[config.mk]
export PLATFORM = sky130hd
export DESIGN_NAME = tick_timer
export DESIGN_NICKNAME = d
export VERILOG_FILES = /design/src/rtl/tick_timer_pkg.sv /design/src/rtl/tick_timer_regs.sv /design/src/rtl/tick_timer_period.sv /design/src/rtl/tick_timer_irq.sv /design/src/rtl/tick_timer.sv
export SDC_FILE = /design/constraint.sdc
export NUM_CORES = 1
export LEC_CHECK = 0
export BUFFER_PORTS_ARGS = -buffer_cell sky130_fd_sc_hd__buf_4
export CAP_MARGIN = 20
export CORE_UTILIZATION = 45
export CTS_CLUSTER_SIZE = 16
export DETAILED_ROUTE_END_ITERATION = 6
export GPL_ROUTABILITY_DRIVEN = 0
export HOLD_SLACK_MARGIN = 0.06
export PLACE_DENSITY = 0.79
export SYNTH_ARGS = -nofsm -noshare
export SYNTH_HDL_FRONTEND = slang
export SYNTH_SLANG_ARGS = --single-unit
[constraint.sdc]
create_clock -name clk -period 2.25 [get_ports clk]
set_clock_uncertainty 0.15 [all_clocks]
set_input_delay 0.225 -clock clk [delete_from_list [all_inputs] [get_ports clk]]
set_output_delay 0.225 -clock clk [all_outputs]
set_load 0.05 [all_outputs]
[src/rtl/tick_timer_pkg.sv]
package tick_timer_pkg;
   // Events decoded from the register port, delivered to the timer core.
   typedef struct packed {
      logic reload_wr;   // write to the reload offset
      logic count_rd;    // read of the count offset (acknowledge)
   } tt_event_t;

   // Zero-extend a reload value onto the data bus.
   function automatic logic [63:0] tt_zext(input logic [63:0] v, input int unsigned w);
      logic [63:0] m;
      m = (w >= 64) ? {64{1'b1}} : ((64'd1 << w) - 64'd1);
      return v & m;
   endfunction
endpackage

[src/rtl/tick_timer_regs.sv]
module tick_timer_regs
   import tick_timer_pkg::*;
#(
   parameter int unsigned ADDR_W      = 4,
   parameter int unsigned DATA_W      = 32,
   parameter int unsigned RELOAD_W    = 9,
   parameter logic [ADDR_W-1:0] COUNT_OFS  = 'h0,
   parameter logic [ADDR_W-1:0] RELOAD_OFS = 'h4,
   parameter bit          READ_REG    = 1'b1
) (
   input  logic                clk,
   input  logic                rst_n,
   input  logic                wr_en,
   input  logic                rd_en,
   input  logic [ADDR_W-1:0]   addr,
   input  logic [DATA_W-1:0]   wdata,
   output logic [RELOAD_W-1:0] reload_q,
   output logic [RELOAD_W-1:0] reload_nxt,
   output tt_event_t           ev,
   output logic [DATA_W-1:0]   rdata
);
   localparam int unsigned PAD_W = DATA_W - RELOAD_W;

   logic [DATA_W-1:0] rd_val;

   always_comb begin
      ev.reload_wr = wr_en && (addr == RELOAD_OFS);
      ev.count_rd  = rd_en && (addr == COUNT_OFS);
      reload_nxt   = wdata[RELOAD_W-1:0];
   end

   always_ff @(posedge clk) begin
      if (!rst_n) reload_q <= '0;
      else if (ev.reload_wr) reload_q <= reload_nxt;
   end

   // Readback mux: count offset always reads zero, unmapped reads zero.
   always_comb begin
      rd_val = '0;
      if (rd_en && (addr == RELOAD_OFS)) rd_val = {{PAD_W{1'b0}}, reload_q};
   end

   generate
      if (READ_REG) begin : g_rd_reg
         always_ff @(posedge clk) begin
            if (!rst_n) rdata <= '0;
            else        rdata <= rd_val;
         end
      end else begin : g_rd_comb
         assign rdata = rd_val;
      end
   endgenerate

   // only the low bits of the write data are retained
   a_r1_reload_masked: assert property (@(posedge clk) disable iff (!rst_n)
      (wr_en && addr == RELOAD_OFS) |=> (reload_q == $past(wdata[RELOAD_W-1:0])));

   // no write to another offset changes the reload value
   a_r10_other_write_ignored: assert property (@(posedge clk) disable iff (!rst_n)
      !(wr_en && addr == RELOAD_OFS) |=> $stable(reload_q));
endmodule

[src/rtl/tick_timer_period.sv]
module tick_timer_period #(
   parameter int unsigned RELOAD_W = 9
) (
   input  logic                clk,
   input  logic                rst_n,
   input  logic                base_tick,
   input  logic                reload_wr,
   input  logic [RELOAD_W-1:0] reload_nxt,
   input  logic [RELOAD_W-1:0] reload_q,
   output logic                expire
);
   logic [RELOAD_W-1:0] remain_q;

   // A reload write overrides a coincident tick: no expiry that cycle.
   assign expire = base_tick && (remain_q == '0) && !reload_wr;

   always_ff @(posedge clk) begin
      if (!rst_n)                remain_q <= '0;
      else if (reload_wr)        remain_q <= reload_nxt;
      else if (base_tick) begin
         if (remain_q == '0)     remain_q <= reload_q;
         else                    remain_q <= remain_q - 1'b1;
      end
   end

   // the remaining count never exceeds the programmed reload
   a_r2_remain_bound: assert property (@(posedge clk) disable iff (!rst_n)
      remain_q <= reload_q);

   // an expiry restarts a full period automatically
   a_r4_auto_restart: assert property (@(posedge clk) disable iff (!rst_n)
      expire |=> (remain_q == $past(reload_q)));

   // without a tick or write the counter holds
   a_r2_hold_no_tick: assert property (@(posedge clk) disable iff (!rst_n)
      (!base_tick && !reload_wr) |=> $stable(remain_q));
endmodule

[src/rtl/tick_timer_irq.sv]
module tick_timer_irq (
   input  logic clk,
   input  logic rst_n,
   input  logic expire,
   input  logic reload_wr,
   input  logic count_rd,
   output logic irq
);
   // Priority: reload write clears, then expiry sets, then acknowledge clears.
   always_ff @(posedge clk) begin
      if (!rst_n)         irq <= 1'b0;
      else if (reload_wr) irq <= 1'b0;
      else if (expire)    irq <= 1'b1;
      else if (count_rd)  irq <= 1'b0;
   end

   // a reload write lowers the interrupt
   a_r3_write_clears: assert property (@(posedge clk) disable iff (!rst_n)
      reload_wr |=> !irq);

   // an expiry raises the interrupt even with a coincident acknowledge
   a_r4_expire_sets: assert property (@(posedge clk) disable iff (!rst_n)
      expire |=> irq);

   // acknowledge without expiry lowers the interrupt
   a_r5_ack_clears: assert property (@(posedge clk) disable iff (!rst_n)
      (count_rd && !expire) |=> !irq);

   // a pending interrupt stays until acknowledged or rewritten
   a_r7_sticky: assert property (@(posedge clk) disable iff (!rst_n)
      (irq && !count_rd && !reload_wr) |=> irq);
endmodule

[src/rtl/tick_timer.sv]
module tick_timer
   import tick_timer_pkg::*;
#(
   parameter int unsigned ADDR_W     = 4,
   parameter int unsigned DATA_W     = 32,
   parameter int unsigned RELOAD_W   = 9,
   parameter logic [ADDR_W-1:0] COUNT_OFS  = 'h0,
   parameter logic [ADDR_W-1:0] RELOAD_OFS = 'h4,
   parameter bit          READ_REG   = 1'b1
) (
   input  logic              clk,
   input  logic              rst_n,
   input  logic              base_tick,
   input  logic              wr_en,
   input  logic              rd_en,
   input  logic [ADDR_W-1:0] addr,
   input  logic [DATA_W-1:0] wdata,
   output logic [DATA_W-1:0] rdata,
   output logic              irq
);
   generate
      if (RELOAD_W < 1 || RELOAD_W > DATA_W) begin : g_bad_width
         $error("tick_timer: RELOAD_W must be in 1..DATA_W");
      end
      if (COUNT_OFS == RELOAD_OFS) begin : g_bad_ofs
         $error("tick_timer: register offsets must differ");
      end
   endgenerate

   logic [RELOAD_W-1:0] reload_q;
   logic [RELOAD_W-1:0] reload_nxt;
   tt_event_t           ev;
   logic                expire;

   tick_timer_regs #(
      .ADDR_W(ADDR_W), .DATA_W(DATA_W), .RELOAD_W(RELOAD_W),
      .COUNT_OFS(COUNT_OFS), .RELOAD_OFS(RELOAD_OFS), .READ_REG(READ_REG)
   ) u_regs (
      .clk(clk), .rst_n(rst_n), .wr_en(wr_en), .rd_en(rd_en), .addr(addr),
      .wdata(wdata), .reload_q(reload_q), .reload_nxt(reload_nxt), .ev(ev),
      .rdata(rdata)
   );

   tick_timer_period #(.RELOAD_W(RELOAD_W)) u_period (
      .clk(clk), .rst_n(rst_n), .base_tick(base_tick), .reload_wr(ev.reload_wr),
      .reload_nxt(reload_nxt), .reload_q(reload_q), .expire(expire)
   );

   tick_timer_irq u_irq (
      .clk(clk), .rst_n(rst_n), .expire(expire), .reload_wr(ev.reload_wr),
      .count_rd(ev.count_rd), .irq(irq)
   );

   // the count offset always reads back zero
   a_r5_count_reads_zero: assert property (@(posedge clk) disable iff (!rst_n)
      (rd_en && addr == COUNT_OFS) |=> (READ_REG ? (rdata == '0) : 1'b1));

   // no read request leaves rdata at zero
   a_r11_idle_rdata: assert property (@(posedge clk) disable iff (!rst_n)
      (!rd_en && READ_REG) |=> (rdata == '0));
endmodule

## Word level (Yosys, flattened, before mapping)

Cells that the tools add are included.

| cells by class | value |
|---|---|
| $add $sub $neg | 1 |
| eq/ne operators | 1 |
| multiplexer cells | 5 |
| bitwise gates (word level) | 1 |
| reduce and logical (&&, ||, !) cells | 12 |

Operators by type and width:

| cell | count |
|---|---|
| 2-to-1 mux 9 bit | 3 |
| logical NOT 9 bit | 1 |
| subtractor 9 x 1 -> 9 bit, second input constant | 1 |
| logical AND 1 bit | 5 |
| equality test 4 x 3 -> 1 bit, second input constant | 1 |
| logical NOT 4 bit | 1 |
| nonzero test 2 bit | 2 |
| 2-to-1 mux 1 bit | 2 |
| AND reduction 2 bit | 1 |
| OR reduction 2 bit | 1 |
| logical NOT 1 bit | 1 |
| inverter 1 bit | 1 |

| word-level totals | value |
|---|---|
| bits in registers | 51 |
| logic and storage cells | 25 |

## Longest topological paths before layout

Gate-level depths: netlist of run 1.

| logic depth | value |
|---|---|
| depth after elaboration | 5 |
| gate-level depth with buffers | 6 |

## By module

Synthesis of run 1 repeated with hierarchy kept, for this count alone.

| second synthesis, totals | value |
|---|---|
| cell total of the unflattened synthesis | 182 |
| area total of the unflattened synthesis | 1,560.2 um2 |

By module, submodules not included:

| module | times used | cells each | area an instance (um2) |
|---|---|---|---|
| tick_timer_regs | 1 | 96 | 893.4 |
| tick_timer_period | 1 | 82 | 626.9 |
| tick_timer_irq | 1 | 4 | 40.0 |

## Least setup slack after synthesis of run 1

OpenSTA, ideal clock, no wires.

| timing | value |
|---|---|
| path type | register to register |
| from | register u_period.remain_q[0] |
| to | register u_period.remain_q[1] |
| setup time | 0.095 ns |
| arrival time | 1.372 ns |
| required time | 2.005 ns |
| slack | 0.632 ns |
| cell stages (with the launch flop) | 7 |
| path buffers | 0 |
| period minus slack after synthesis | 1.618 ns |
| path through | dfxtp_1 > inv_1 > ha_1 > nor4b_2 > nand2_1 > mux2i_1 > a221oi_1 |

| between the ends | value |
|---|---|
| cells in the longest elaborated chain, start to end | 4 |

RTL lines:

| what | RTL line | RTL |
|---|---|---|
| start, declared | tick_timer_period.sv:12 | `logic [RELOAD_W-1:0] remain_q;` |
| start signal, assigned | tick_timer_period.sv:19 | `else if (reload_wr) remain_q <= reload_nxt;` |
| start signal, assigned | tick_timer_period.sv:21 | `if (remain_q == '0) remain_q <= reload_q;` |
| start signal, assigned | tick_timer_period.sv:22 | `else remain_q <= remain_q - 1'b1;` |
| subtractor 9 x 1 -> 9 bit / logical NOT 9 bit (equally long branches) | tick_timer_period.sv:22, tick_timer_period.sv:21 |  |
| 2-to-1 mux 9 bit * | tick_timer_period.sv:21 |  |
| 2-to-1 mux 9 bit * | tick_timer_period.sv:20 | `else if (base_tick) begin` |
| 2-to-1 mux 9 bit * | tick_timer_period.sv:19 |  |

Every way passes the cells marked *; elsewhere a longest branch is shown, timed or not. The select of a mux whose other input is x is not followed.
A chain may end at the register's enable or synchronous reset.

## Worst setup path in the final report of run 1

Ends and elaborated chain as after synthesis.

==> metrics.cfg, run 1 <==
[status]
status = complete, no violations

[placement]
placement.io_buffers = 27
dp.final_hpwl_mm = 2.025
placement.setup.worst_slack_ps = 397.3
dpl-instance-area_sq_mm = 0.001594

[layout]
num_antenna_cells = 0
finish.net_count = 249
layout_commonest_cell = buf_4
finish.instance_area_sq_mm = 0.001730
drive_above_1_share_pct = 19.42
final_core_util_pct = 56.68
area_growth_pct = 19.12
layout_common_cells = 30 x buf_4, 28 x dfxtp_1, 25 x nand2_1

[worst_setup_path]
worst_r2r_path_depth = 6
worst-path-max-fanout = 4
rr_startpoint = u_period.remain_q[0]
cp.required_ps = 2340
crit_path_start_kind = flip-flop
setup.reg_to_reg.worst_slack_ps = 350
worstReg2RegEnd = u_period.remain_q[1]
critPathCaptureType = flip-flop
setup.worst_path.class = reg -> reg
worst_ep_arrival_time_ps = 1990
startpoint = u_period.remain_q[0]

[clocking]
numClockSinks = 28
htreeDepth = 1
cts_max_path_buffers = 2
postCtsSetupBuffers = 0
path_clk_slew_ps = 140
cts-buffers-inserted = 3
tritoncts = built
clkLatencyLatePin_ps = 320
clock-root-buffer = clkbuf_4
cts_resized = 0

[routing]
ant_nets = 0
routed_wire_length_per_instance_microns = 11.56
routed_wire_length_mm = 2.889
dr_total_vias = 1203
drtPass1Iterations = 4
routed_via_density = 4.812
route.detailed.drc = 0
drc_marker_count_from_the_first_detailed_route_iteration = 32

[power]
power.ir.vdd_worst_mv = 0.3199
cellLeakagePower_nw = 0.7424
pwr_per_cell_area_mw_per_mm2 = 721.4

[timing]
finalCritPeriodShare_pct = 84.35
period_minus_slack_ps = 1898
slew_viol_final = 0
final_hold_viol_count = 0
final.setup.worst_slack_ps = 352.1
setup_viol_count_final = 0
timing.hold.ws_ps = 72.26
timing.fmax_mhz = 526.9
grt_setup_unrepaired = no
setup_tns_ps = 0

[floorplanning]
die-area_sq_mm = 0.003459
floorplan.io_pins = 74
floorplan.initialDensity_pct = 47.58
placeableCoreArea_sq_mm = 0.003053
floorplan.rows = 20
vertical_die_dimension_microns = 58.82
dieWidth_microns = 58.82

[synth]
syn_inst = 169
synth_enable_flop_cells = 0
ys_top_cells_by_area = dfxtp_1 39%, buf_4 12%, nand2_1 6.5%
synth-seq-cells = 28
synth_seq_area_share_pct = 38.59
synth_cell_type_count = 40
yosysTopAreaCell = dfxtp_1
synthesized_area_per_cell_sq_um = 8.596
synth_flop_cell = dfxtp_1
yosysWarningCount = 0
asyncSetResetFlopFracSynth_pct = 0
netlist_area_sq_mm = 0.001453
yosys.area.top_type_share_pct = 38.59

[global_routing]
antenna_found_initial = 0
grt_first_pass_wirelength_mm = 4.864
global_route.usage.total_pct = 18.48
first_global_vias = 1073
largest_net_degree_at_the_start_of_global_routing = 17
total_global_routing_overflow = 0

[min_path]
worst_hold_startpoint = base_tick
hold_path_depth = 3
whs_endpoint = u_irq.irq
timing.hold.worst.class = in -> reg

[job]
max_cap_viol_count = 0

==> repair_timing <==
| action | CTS | global route |
|---|---|---|
| hold endpoints to repair | 18 | 0 |
| hold buffers | 10 | 0 |
| endpoints found under the setup margin | 0 | 0 |
==> registers in the layout (all words and copies together), names as in the netlist <==
| register | count |
|---|---|
| u_period.remain_q | 9 |
| u_regs.rdata | 9 |
| u_regs.reload_q | 9 |
| u_irq.irq | 1 |
==> metrics by stage <==
stage | power (mW) | instances
3_3_place_gp | 0.9965 | 236
2_1_floorplan | 0.9509 | 191
6_report | 1.248 | 250
4_1_cts | 1.254 | 250
3_5_place_dp | 1.002 | 236
5_1_grt | 1.330 | 250
==> cell type report <==
cell class / count / area (sq um)
clock buffer: 4 / 36.28
sequential: 28 / 560.5
inverter: 4 / 15.01
multi-input combinational: 130 / 738.2
tap: 44 / 55.05
timing repair buffer: 40 / 325.3
fill: 317 / 1323
==> power by group <==
| part | switching, mW | internal, mW |
|---|---|---|
| Sequential | 0.0461 | 0.528 |
| Combinational | 0.256 | 0.178 |
| Clock | 0.141 | 0.0990 |
==> worst max-delay path by stage <==
stage | endpoint | cells past startpoint
final | u_period.remain_q[1] | 6
after global routing | u_period.remain_q[1] | 6
after CTS | u_period.remain_q[1] | 6
after detailed placement | u_period.remain_q[1] | 6
after global placement | u_period.remain_q[1] | 6
after floorplan | u_period.remain_q[1] | 6
==> synth_stat cells (3+ instances only) <==
cell	instances
mux2i_1	4
a21oi_1	16
dfxtp_1	28
nor2_1	6
nor3_1	4
inv_1	4
nand2b_1	3
and2_1	10
buf_4	23
nand2_1	25
o21ai_0	9
==> routing by layer <==
metal / share of wire (%) / vias to the layer above / wire, microns / track usage [%]
li1: - / 609 / - / -
met1: 47 / 546 / 1360 / 25.82
met2: 45 / 42 / 1308 / 27.44
met3: 5.5 / 6 / 159 / 2.857
met4: 2.1 / 0 / 60 / 9.524
met5: 0 / - / 0 / 0
==> logic make-up after synthesis <==
family | Yosys count | synth area share (%)
compound gates | 37 | 14.90
xor+xnor | 2 | 1.206
fa+ha+maj | 1 | 0.8612
buf+inv | 33 | 16.28
flops | 28 | 38.59
mux | 5 | 3.531
other cells | 1 | 0.2582
simple gates | 62 | 24.38
==> critical path, stage by stage, from the launching register on <==
cell,delay (ps)
dfxtp_1,360
inv_1,80
ha_1,240
nor4b_2,380
nand2_1,200
mux2i_1,160
a221oi_1,240
Power figures use the tool's default switching activity.
==> run 2, diff against run 1 <==
--- a/config.mk
+++ b/config.mk
@@ -5,14 +5,15 @@
 export SDC_FILE = /design/constraint.sdc
 export NUM_CORES = 1
 export LEC_CHECK = 0
+export ABC_AREA = 1
 export BUFFER_PORTS_ARGS = -buffer_cell sky130_fd_sc_hd__buf_4
 export CAP_MARGIN = 20
-export CORE_UTILIZATION = 45
+export CORE_UTILIZATION = 41
 export CTS_CLUSTER_SIZE = 16
 export DETAILED_ROUTE_END_ITERATION = 6
 export GPL_ROUTABILITY_DRIVEN = 0
 export HOLD_SLACK_MARGIN = 0.06
-export PLACE_DENSITY = 0.79
+export PLACE_DENSITY = 0.76
 export SYNTH_ARGS = -nofsm -noshare
 export SYNTH_HDL_FRONTEND = slang
 export SYNTH_SLANG_ARGS = --single-unit
==> constraint.sdc (replaced) <==
create_clock -name clk -period 1.6 [get_ports clk]
set_clock_uncertainty 0.15 [all_clocks]
set_input_delay 0.16 -clock clk [delete_from_list [all_inputs] [get_ports clk]]
set_output_delay 0.16 -clock clk [all_outputs]
set_load 0.05 [all_outputs]
==> metrics.cfg, run 2 <==
[status]
status = complete, no violations

[synth]
yosys.area.top_type_share_pct = 37.77
synth_enable_flop_cells = 0
synth_most_common_cell = nand2_1
synth_flop_cell = dfxtp_1
synth_cell_type_count = 23
synth-seq-cells = 28
yosysWarningCount = 0
ys_top_cells_by_area = dfxtp_1 38%, buf_4 12%, nand2_1 10%
asyncSetResetFlopFracSynth_pct = 0
yosysTopAreaCell = dfxtp_1
synth_seq_area_share_pct = 37.77
most_frequent_cells_after_synthesis = 41 x nand2_1, 33 x inv_1, 28 x dfxtp_1
netlist_area_sq_mm = 0.001484
synthesized_area_per_cell_sq_um = 7.000
syn_inst = 212

[floorplanning]
placeableCoreArea_sq_mm = 0.003390
floorplan.rows = 21
vertical_die_dimension_microns = 62.16
die-area_sq_mm = 0.003864
dieWidth_microns = 62.16
floorplan.initialDensity_pct = 43.78
floorplan.io_pins = 74

[layout]
num_antenna_cells = 0
area_growth_pct = 22.18
finish.net_count = 295
layout_common_cells = 40 x nand2_1, 31 x inv_1, 30 x buf_4
layout_commonest_cell = nand2_1
drive_above_1_share_pct = 20.72
largest_registers = u_period.remain_q x9, u_regs.rdata x9, u_regs.reload_q x9
finish.instance_area_sq_mm = 0.001813

[global_routing]
antenna_found_initial = 0
grt_first_pass_wirelength_mm = 5.002
largest_net_degree_at_the_start_of_global_routing = 15
global_route.usage.total_pct = 15.95
total_global_routing_overflow = 0
first_global_vias = 1188

[timing]
final.setup.worst_slack_ps = 140.8
grt_setup_unrepaired = no
setup_tns_ps = 0
timing.fmax_mhz = 685.3
timing.hold.ws_ps = 74.06
period_minus_slack_ps = 1459
slew_viol_final = 0
final_hold_viol_count = 0
finalCritPeriodShare_pct = 91.20
setup_viol_count_final = 0

[clocking]
clock-root-buffer = clkbuf_4
cts_max_path_buffers = 2
path_clk_slew_ps = 140
clkLatencyLatePin_ps = 310
cts-buffers-inserted = 3
numClockSinks = 28
htreeDepth = 1
postCtsSetupBuffers = 0
tritoncts = built

[routing]
routed_wire_length_per_instance_microns = 10.01
drtPass1Iterations = 4
drc_marker_count_from_the_first_detailed_route_iteration = 59
dr_total_vias = 1337
routed_via_density = 4.502
routed_wire_length_mm = 2.973
route.detailed.drc = 0
ant_nets = 0

[power]
clockPowerShare_pct = 16.1
sequential_share_of_power_pct = 46.1
total_power_mw = 1.695
pwr_per_cell_area_mw_per_mm2 = 934.8
cellLeakagePower_nw = 0.8687
p_sw_share_pct = 38.04
power.ir.vdd_worst_mv = 0.3116
pwr-share-comb_pct = 37.9
intPower_mw = 1.050
p_switching_mw = 0.6447

[worst_setup_path]
cp.required_ps = 1700
critPathCaptureType = flip-flop
crit_path_start_kind = primary input
setup.worst_path.class = in -> reg
worst_ep_arrival_time_ps = 1560
worst-path-max-fanout = 11

[min_path]
timing.hold.worst.class = in -> reg

[placement]
dpl-instance-area_sq_mm = 0.001652
placement.io_buffers = 27
dp.final_hpwl_mm = 2.184
placement.setup.worst_slack_ps = 81.87

[job]
max_cap_viol_count = 0

[run 2: final timing paths]
kind / cells after the start / slack [ps] / start / to
max: 7 / 140 / base_tick / u_period.remain_q[5]
min: 4 / 70 / wdata[8] / u_regs.reload_q[8]
max reg2reg: 8 / 150 / u_period.remain_q[1] / u_period.remain_q[1]
min reg2reg: 2 / 310 / u_regs.reload_q[8] / u_regs.rdata[8]
[run 2: layout make-up]
type / instances / area [sq um]
fillers: 328 / 1577
multi-input cells: 145 / 706.9
flip-flops and latches: 28 / 563.0
repair buffers: 41 / 335.3
inverters: 34 / 127.6
well taps: 46 / 57.56
clock buffers: 3 / 22.52
[run 2: critical path: stages]
cell and delay, ps:
dlygate4sd3_1 540, buf_4 150, inv_1 80, nand2_1 220, o21ai_0 230, inv_1 70
a21oi_2 120
[run 2: logic make-up (layout without fill, tap and decap cells)]
| group | after synthesis | after routing | share of synthesized area [%] |
|---|---|---|---|
| buffers and inverters | 61 | 78 | 21.92 |
| other | 1 | 23 | 0.2527 |
| adder cells (fa/ha/maj) | 1 | 1 | 0.8430 |
| AO/OA/AOI/OAI | 30 | 30 | 10.96 |
| flip-flops | 28 | 28 | 37.77 |
| AND/OR/NAND/NOR | 90 | 90 | 27.66 |
| XOR/XNOR | 1 | 1 | 0.5903 |
[run 2: per-stage QoR]
step / util [%] / std cells
5_1_grt: 53.49 / 297
3_5_place_dp: 48.73 / 283
4_1_cts: 52.64 / 297
3_3_place_gp: 48.73 / 283
2_1_floorplan: - / 234
6_report: 53.49 / 297
[run 2: per-layer routing]
| layer | routed length, microns | track usage (%) | vias to the layer above |
|---|---|---|---|
| li1 | - | - | 701 |
| met1 | 1335 | 19.59 | 585 |
| met2 | 1441 | 27.20 | 43 |
| met3 | 139 | 2.574 | 8 |
| met4 | 57 | 7.267 | 0 |
| met5 | 0 | 0 | - |
[run 2: power by group through the flow]
stage	logic, mW	registers (mW)	clock network (mW)
CTS	0.608	0.776	0.289
global route	0.718	0.788	0.328
detailed placement	0.584	0.792	0
floorplan	0.501	0.796	0
global placement	0.576	0.791	0
finish	0.642	0.781	0.272
[run 2: timing repair]
item	in CTS	in global routing
endpoints found under the hold margin	17	0
resized for setup	0	10
endpoints found under the setup margin	0	7
hold buffers	11	0
